==> config.mk <==
export PLATFORM = sky130hd
export DESIGN_NAME = f2f_convert
export DESIGN_NICKNAME = d
export VERILOG_FILES = /design/src/rtl/f2f_pkg.sv /design/src/rtl/f2f_lead_detect.sv /design/src/rtl/f2f_align.sv /design/src/rtl/f2f_convert.sv
export SDC_FILE = /design/constraint.sdc
export NUM_CORES = 1
export LEC_CHECK = 0
export BUFFER_PORTS_ARGS = -buffer_cell sky130_fd_sc_hd__buf_2
export CAP_MARGIN = 20
export CORE_MARGIN = 3
export CORE_UTILIZATION = 50
export CTS_CLUSTER_SIZE = 30
export DETAILED_ROUTE_END_ITERATION = 6
export PLACE_DENSITY = 0.83
export SYNTH_ARGS = -nofsm -noshare
export SYNTH_HDL_FRONTEND = slang
export SYNTH_SLANG_ARGS = --single-unit
==> constraint.sdc <==
create_clock -name clk -period 2.1 [get_ports clk]
set_input_delay 0.42 -clock clk [delete_from_list [all_inputs] [get_ports clk]]
set_output_delay 0.42 -clock clk [all_outputs]
set_load 0.01 [all_outputs]
==> src/rtl/f2f_pkg.sv <==
package f2f_pkg;

    // Smallest exponent width able to express every shift 0..in_w-man_w.
    function automatic int exp_bits_needed(input int in_w, input int man_w);
        return $clog2(in_w - man_w + 1);
    endfunction

endpackage

==> src/rtl/f2f_lead_detect.sv <==
module f2f_lead_detect #(
    parameter int IN_W  = 15,
    parameter int MAN_W = 8,
    parameter int EXP_W = 3
) (
    input  logic [IN_W-1:0]  data,
    output logic [EXP_W-1:0] shift
);
    // Scan only the bits above the mantissa window; the highest set one wins.
    always_comb begin
        shift = '0;
        for (int i = MAN_W; i < IN_W; i++) begin
            if (data[i]) begin
                shift = EXP_W'(i - MAN_W + 1);
            end
        end
    end
endmodule

==> src/rtl/f2f_align.sv <==
module f2f_align #(
    parameter int IN_W  = 15,
    parameter int MAN_W = 8,
    parameter int EXP_W = 3
) (
    input  logic [IN_W-1:0]  data,
    input  logic [EXP_W-1:0] shift,
    output logic [MAN_W-1:0] mant
);
    logic [IN_W-1:0] shifted;

    // Right shift by the exponent; low bits fall off (truncation).
    always_comb begin
        shifted = data >> shift;
        mant    = shifted[MAN_W-1:0];
    end
endmodule

==> src/rtl/f2f_convert.sv <==
module f2f_convert #(
    parameter int IN_W  = 15,
    parameter int MAN_W = 8,
    parameter int EXP_W = 3
) (
    input  logic             clk,
    input  logic             rst_n,
    input  logic             in_valid,
    input  logic [IN_W-1:0]  in_data,
    output logic             out_valid,
    output logic [MAN_W-1:0] out_mant,
    output logic [EXP_W-1:0] out_exp
);
    import f2f_pkg::*;

    localparam int SPAN     = IN_W - MAN_W;
    localparam int EXP_NEED = exp_bits_needed(IN_W, MAN_W);

    // width legality checked at elaboration
    generate
        if (IN_W <= MAN_W) begin : g_bad_in_w
            $error("f2f_convert: IN_W must exceed MAN_W");
        end
        if (EXP_W < EXP_NEED || ((1 << EXP_W) - 1) < SPAN) begin : g_bad_exp_w
            $error("f2f_convert: EXP_W too narrow for IN_W-MAN_W");
        end
    endgenerate

    logic [EXP_W-1:0] shift_c;
    logic [MAN_W-1:0] mant_c;

    f2f_lead_detect #(.IN_W(IN_W), .MAN_W(MAN_W), .EXP_W(EXP_W)) u_lead (
        .data  (in_data),
        .shift (shift_c)
    );

    f2f_align #(.IN_W(IN_W), .MAN_W(MAN_W), .EXP_W(EXP_W)) u_align (
        .data  (in_data),
        .shift (shift_c),
        .mant  (mant_c)
    );

    // Output register: LOAD on in_valid, HOLD otherwise.
    always_ff @(posedge clk or negedge rst_n) begin
        if (!rst_n) begin
            out_valid <= 1'b0;
            out_mant  <= '0;
            out_exp   <= '0;
        end else begin
            out_valid <= in_valid;
            if (in_valid) begin
                out_mant <= mant_c;
                out_exp  <= shift_c;
            end
        end
    end
endmodule

==> results_dict.tcl, run 1 <==
set metrics [dict create \
    post-place-ws_ns -0.0823 \
    min_path_type "input pin to async pin" \
    timing.fmax_mhz 528 \
    rsz0062_at_grt "false" \
    maxCapViolCount 0 \
    cts_root_buffer "clkbuf_4" \
    cts.sinks 12 \
    place_congestion 0.934 \
    cp-startpoint "in_data[9]" \
    drt_iter0_drc 54 \
    slew_violations 0 \
    num_rows 15 \
    hold_viol 0 \
    synth_seq_area_share 0.310 \
    cts.clk_slew.worst_paths_ns 0.08 \
    endpoint_kind "flip-flop" \
    period_needed_ns 1.90 \
    clk_latency_ns 0.28 \
    ys.flop_type "dfrtp_1" \
    yosys_register_bits 12 \
    skew_ns 0 \
    post_drt_wl_per_cell_um 16.0 \
    dr.pass1.iters 4 \
    finalNetCount 174 \
    fin_cells 180 \
    synth_edf_count 0 \
    cts_tree "built" \
    diodes 0 \
    async_flop_share 1.00 \
    worst_pin_slew_ns 0.487 \
    grt_max_degree 23 \
    grt_use_total 0.253 \
    outcome "finished clean" \
    dieHeight_um 50.0 \
    netlist_area_um2 970 \
    dp_hpwl_um 2300 \
    fin_crit_sh 0.903 \
    vias 1112 \
    io_pins 30 \
    grt_pass1_wl_um 4810 \
    crit_path_max_fanout 6 \
    cts_setup_buffers 0 \
    netlist_instances 113 \
    cts-hold-fix-buffers 0 \
    drive_gt1_frac 0.394 \
    fin_ws_ns 0.205 \
    clockBufferDepth 2 \
    grt.overflow.total 0 \
    die_w_um 50.0 \
    port_buffers 29 \
    fin_hold_ws_ns 0.00362 \
    dieArea_um2 2500 \
    crit_chain "buf_2 -> or3b_4 -> a31oi_4 -> mux2_2 -> a22o_1 -> a211o_1" \
    wl_um 2890 \
    required_ns 2.26 \
    cts_inserted_buffers 3 \
    first_global_vias 1084 \
    relSlewSlack 0.672 \
    syn-num-nets 131 \
    power.density_nw_per_um2 541 \
    synth_cell_type_count 44 \
    start_kind "input pin" \
    antenna_found_initial 0 \
    vias_per_cell 6.18 \
    report.power.total_mw 0.683 \
    vdd_ir_drop_max_v 0.000524 \
    cp_slowest_stage_delay_ns 0.41 \
    antenna_left 0 \
    yosys_warnings 0 \
    h-tree-depth 1 \
    start_util 0.544 \
    drc 0 \
    fin_util 0.708 \
    rr_startpoint "out_mant[5]" \
    leakage_nw 0.565 \
    cp_slowest_cell "or3b_4" \
    arrival_ns 2.06 \
    cts_resized 0 \
    crit_type "input pin to flip-flop" \
    core-area_um2 1780 \
    area_growth_pct 30.2 \
    syn_area_per_cell_um2 8.58 \
    place_inst 176 \
    setup_viol 0 \
]
==> cell type report <==
cell class                 instances  area (µm²)
timing repair buffer              45         265
clock buffer                       4        36.3
sequential                        12         300
inverter                           4        15.0
multi-input combinational         90         614
fill                             141         520
tap                               25        31.3
==> layer usage <==
metal | vias to the layer above | wire length, µm | global-route usage
met5 | - | 0 | 0
met4 | 0 | 127 | 0.152
met3 | 16 | 276 | 0.0816
met2 | 72 | 1340 | 0.383
met1 | 515 | 1150 | 0.308
li1 | 509 | - | -
==> path summary, 6_finish.rpt <==
| check | to | slack, ns | cells past startpoint |
|---|---|---|---|
| worst max-delay path | out_mant[3] | 0.20 | 6 |
| worst min-delay path | out_valid | 0.004 | 1 |
| worst max register to register | out_mant[5] | 1.07 | 3 |
| worst min register to register | out_exp[2] | 0.50 | 2 |
| max in group asynchronous | out_mant[3] | 1.88 | 1 |
| min in group clk | out_valid | 0.45 | 1 |
==> worst max-delay path, delay by kind of cell <==
family	cells	cell delay (ns)
AOI/OAI and AO/OA	3	0.73
buffers and inverters	1	0.10
muxes	1	0.39
and+or+nand+nor	1	0.41
==> placed cells by master, fill, tap and decap left out, types with 2 or more instances in the layout <==
cell type  instances
o22ai_1            2
a211oi_1           2
mux2i_1            2
nor2b_1            5
clkbuf_4           3
a21o_1             2
a31oi_1            4
nand2b_1           2
inv_1              4
o21ai_1            2
a32oi_1            2
buf_2             29
mux2_2             4
dfrtp_1           12
a211o_1            2
nand2_1            7
a22oi_1            3
o21ai_0            4
nand3_1            3
a21oi_1            8
buf_4             16
nor2_1            14
==> stage by stage <==
| stage | area, µm² | setup TNS [ns] |
|---|---|---|
| 6_report | 1260 | 0 |
| 5_1_grt | 1260 | 0 |
| 4_1_cts | 1260 | 0 |
| 3_5_place_dp | 1230 | -0.134 |
| 3_3_place_gp | 1230 | -0.0660 |
| 2_1_floorplan | 973 | -0.000202 |
==> synth_stat cells, types with 3 or more instances <==
cell | n | area, µm²
a21oi_1 | 8 | 40.0
a22oi_1 | 3 | 22.5
a31oi_1 | 4 | 25.0
clkbuf_1 | 3 | 11.3
dfrtp_1 | 12 | 300
inv_1 | 4 | 15.0
mux2_2 | 4 | 45.0
nand2_1 | 7 | 26.3
nand3_1 | 3 | 15.0
nor2_1 | 14 | 52.6
nor2b_1 | 5 | 31.3
o21ai_0 | 4 | 20.0
==> cell families (layout without fill, tap and decap cells) <==
group                  count (synthesis)  after routing  synth area share
multiplexers                           8              8             0.102
AND/OR/NAND/NOR                       41             41             0.222
AO/OA/AOI/OAI                         41             41             0.306
buffers and inverters                 11             53            0.0606
flip-flops                            12             12             0.310
==> power by group <==
group | leakage, nW | internal [mW] | total [mW] | switching, mW
Sequential | 0.130 | 0.255 | 0.267 | 0.0122
Clock | 0.0210 | 0.106 | 0.186 | 0.0800
Combinational | 0.414 | 0.107 | 0.230 | 0.124
==> registers in the layout, indices dropped and copies added, names as in the netlist <==
register and count:
out_mant 8, out_valid 1, out_exp 3
No activity file was read; power rests on OpenSTA's default activity.
==> run 2: changes to the inputs <==
Settings changed: CORE_UTILIZATION 50 to 54, PLACE_DENSITY 0.83 to 0.89.
==> run 2 against run 1 <==
- clock skew did not move
- global-route usage rose by 0.14 points
- wire length fell by 4.5%
- largest cell class unchanged
- highest routed layer unchanged
==> results_dict.tcl, run 2 (synthesis results as in run 1) <==
set metrics [dict create \
    cts.clk_slew.worst_paths_ns 0.07 \
    grt_pass1_wl_um 4690 \
    power.density_nw_per_um2 540 \
    crit_chain "buf_2 -> or3b_4 -> a31oi_4 -> mux2_2 -> nor4b_1 -> a211o_1" \
    dr.pass1.iters 4 \
    vdd_ir_drop_max_v 0.000538 \
    cts_tree "built" \
    fillers 118 \
    skew_ns 0 \
    post_drt_wl_per_cell_um 15.6 \
    start_util 0.608 \
    dp_hpwl_um 2230 \
    layout_commonest_cell "buf_2" \
    diodes 0 \
    vias 1083 \
    outcome "finished clean" \
    final_design_area_no_fill_um2 1250 \
    clk_latency_ns 0.27 \
    h-tree-depth 1 \
    min_path_type "input pin to async pin" \
    fin_setup_tns_ns 0 \
    cts_inserted_buffers 3 \
    port_buffers 29 \
    reg.largest.list "out_mant: 8 flops, out_exp: 3 flops, out_valid: 1 flops" \
    place_area_um2 1210 \
    dieArea_um2 2340 \
    die_w_um 48.4 \
    place_inst 173 \
    cp_slowest_cell "or3b_4" \
    cts_root_buffer "clkbuf_4" \
    vias_per_cell 6.12 \
    arrival_ns 2.13 \
    maxCapViolCount 0 \
    num_rows 14 \
    crit_path_max_fanout 8 \
    crit_type "input pin to flip-flop" \
    dieHeight_um 48.4 \
    drt_iter0_drc 65 \
    slew_violations 0 \
    finalNetCount 172 \
    core-area_um2 1590 \
    wl_um 2760 \
    regMostFlops "out_mant" \
    largest_reg_flops 8 \
    area_growth_pct 28.5 \
    cp_slowest_stage_delay_ns 0.42 \
    io_pins 30 \
    grt_max_degree 23 \
    relSlewSlack 0.640 \
    cts_resized 0 \
    leakage_nw 0.556 \
    hold_viol 0 \
    fin_cells 177 \
    timing.fmax_mhz 506 \
    antenna_found_initial 0 \
    grt_use_total 0.254 \
    cts_setup_buffers 0 \
    fin_crit_sh 0.940 \
    drc 0 \
    setup_viol 0 \
    required_ns 2.26 \
    rsz0062_at_grt "false" \
    cts.sinks 12 \
    cts-hold-fix-buffers 0 \
    period_needed_ns 1.97 \
    antenna_left 0 \
    start_kind "input pin" \
    place_congestion 0.937 \
    first_global_vias 1045 \
    worst_pin_slew_ns 0.535 \
    endpoint_kind "flip-flop" \
    grt.overflow.total 0 \
    drive_gt1_frac 0.386 \
    clockBufferDepth 2 \
    layout_common_cells "buf_2 (29), nor2_1 (14), buf_4 (14)" \
]
==> run 2: changes by cell type in the layout (fill, tap and decap cells not counted) <==
cell,delta
buf_4,-2
==> run 2: layer usage <==
metal / vias up / share of wire / track usage
met5: - / 0 / 0
met4: 0 / 0.022 / 0.0806
met3: 8 / 0.10 / 0.0644
met2: 66 / 0.48 / 0.433
met1: 502 / 0.40 / 0.315
li1: 507 / - / -
==> run 2: critical path, delay by kind of cell <==
family          cells  cell delay, ns
compound gates      2            0.61
buf+inv             1            0.10
mux                 1            0.42
simple gates        2            0.57
==> run 2: layout make-up <==
cell class                      count  area, µm²  area share
Tap cell                           24       30.0      0.0241
Timing Repair Buffer               43        250       0.201
Inverter                            4       15.0      0.0120
Clock buffer                        4       36.3      0.0291
Sequential cell                    12        300       0.241
Multi-Input combinational cell     90        614       0.493
==> run 2: path summary, 6_finish.rpt <==
path | startpoint | end | slack, ns | cells after the start
worst max-delay path | in_data[9] | out_mant[5] | 0.13 | 6
worst min-delay path | rst_n | out_mant[4] | 0.009 | 1
worst max register to register | out_mant[5] | out_mant[5] | 1.05 | 3
worst min register to register | out_mant[7] | out_mant[7] | 0.52 | 1
max in group asynchronous | rst_n | out_mant[2] | 1.88 | 1
min in group clk | in_valid | out_valid | 0.46 | 1
==> run 2: report_power, final <==
part / switching [mW] / leakage (nW) / total, mW / internal (mW)
sequential: 0.0125 / 0.130 / 0.267 / 0.255
clock: 0.0724 / 0.0210 / 0.178 / 0.105
combinational: 0.123 / 0.405 / 0.228 / 0.105
==> run 2: per-stage QoR <==
| step | power (mW) | hold slack, ns | setup WS (ns) | utilization |
|---|---|---|---|---|
| finish | 0.673 | 0.00909 | 0.125 | 0.782 |
| global route | 0.717 | 0.00785 | 0.0939 | 0.782 |
| CTS | 0.675 | 0.0106 | 0.143 | 0.782 |
| detailed placement | 0.496 | 0.305 | -0.151 | 0.759 |
| global placement | 0.486 | 0.301 | -0.101 | 0.759 |
| floorplan | 0.401 | 0.124 | -0.000202 | - |
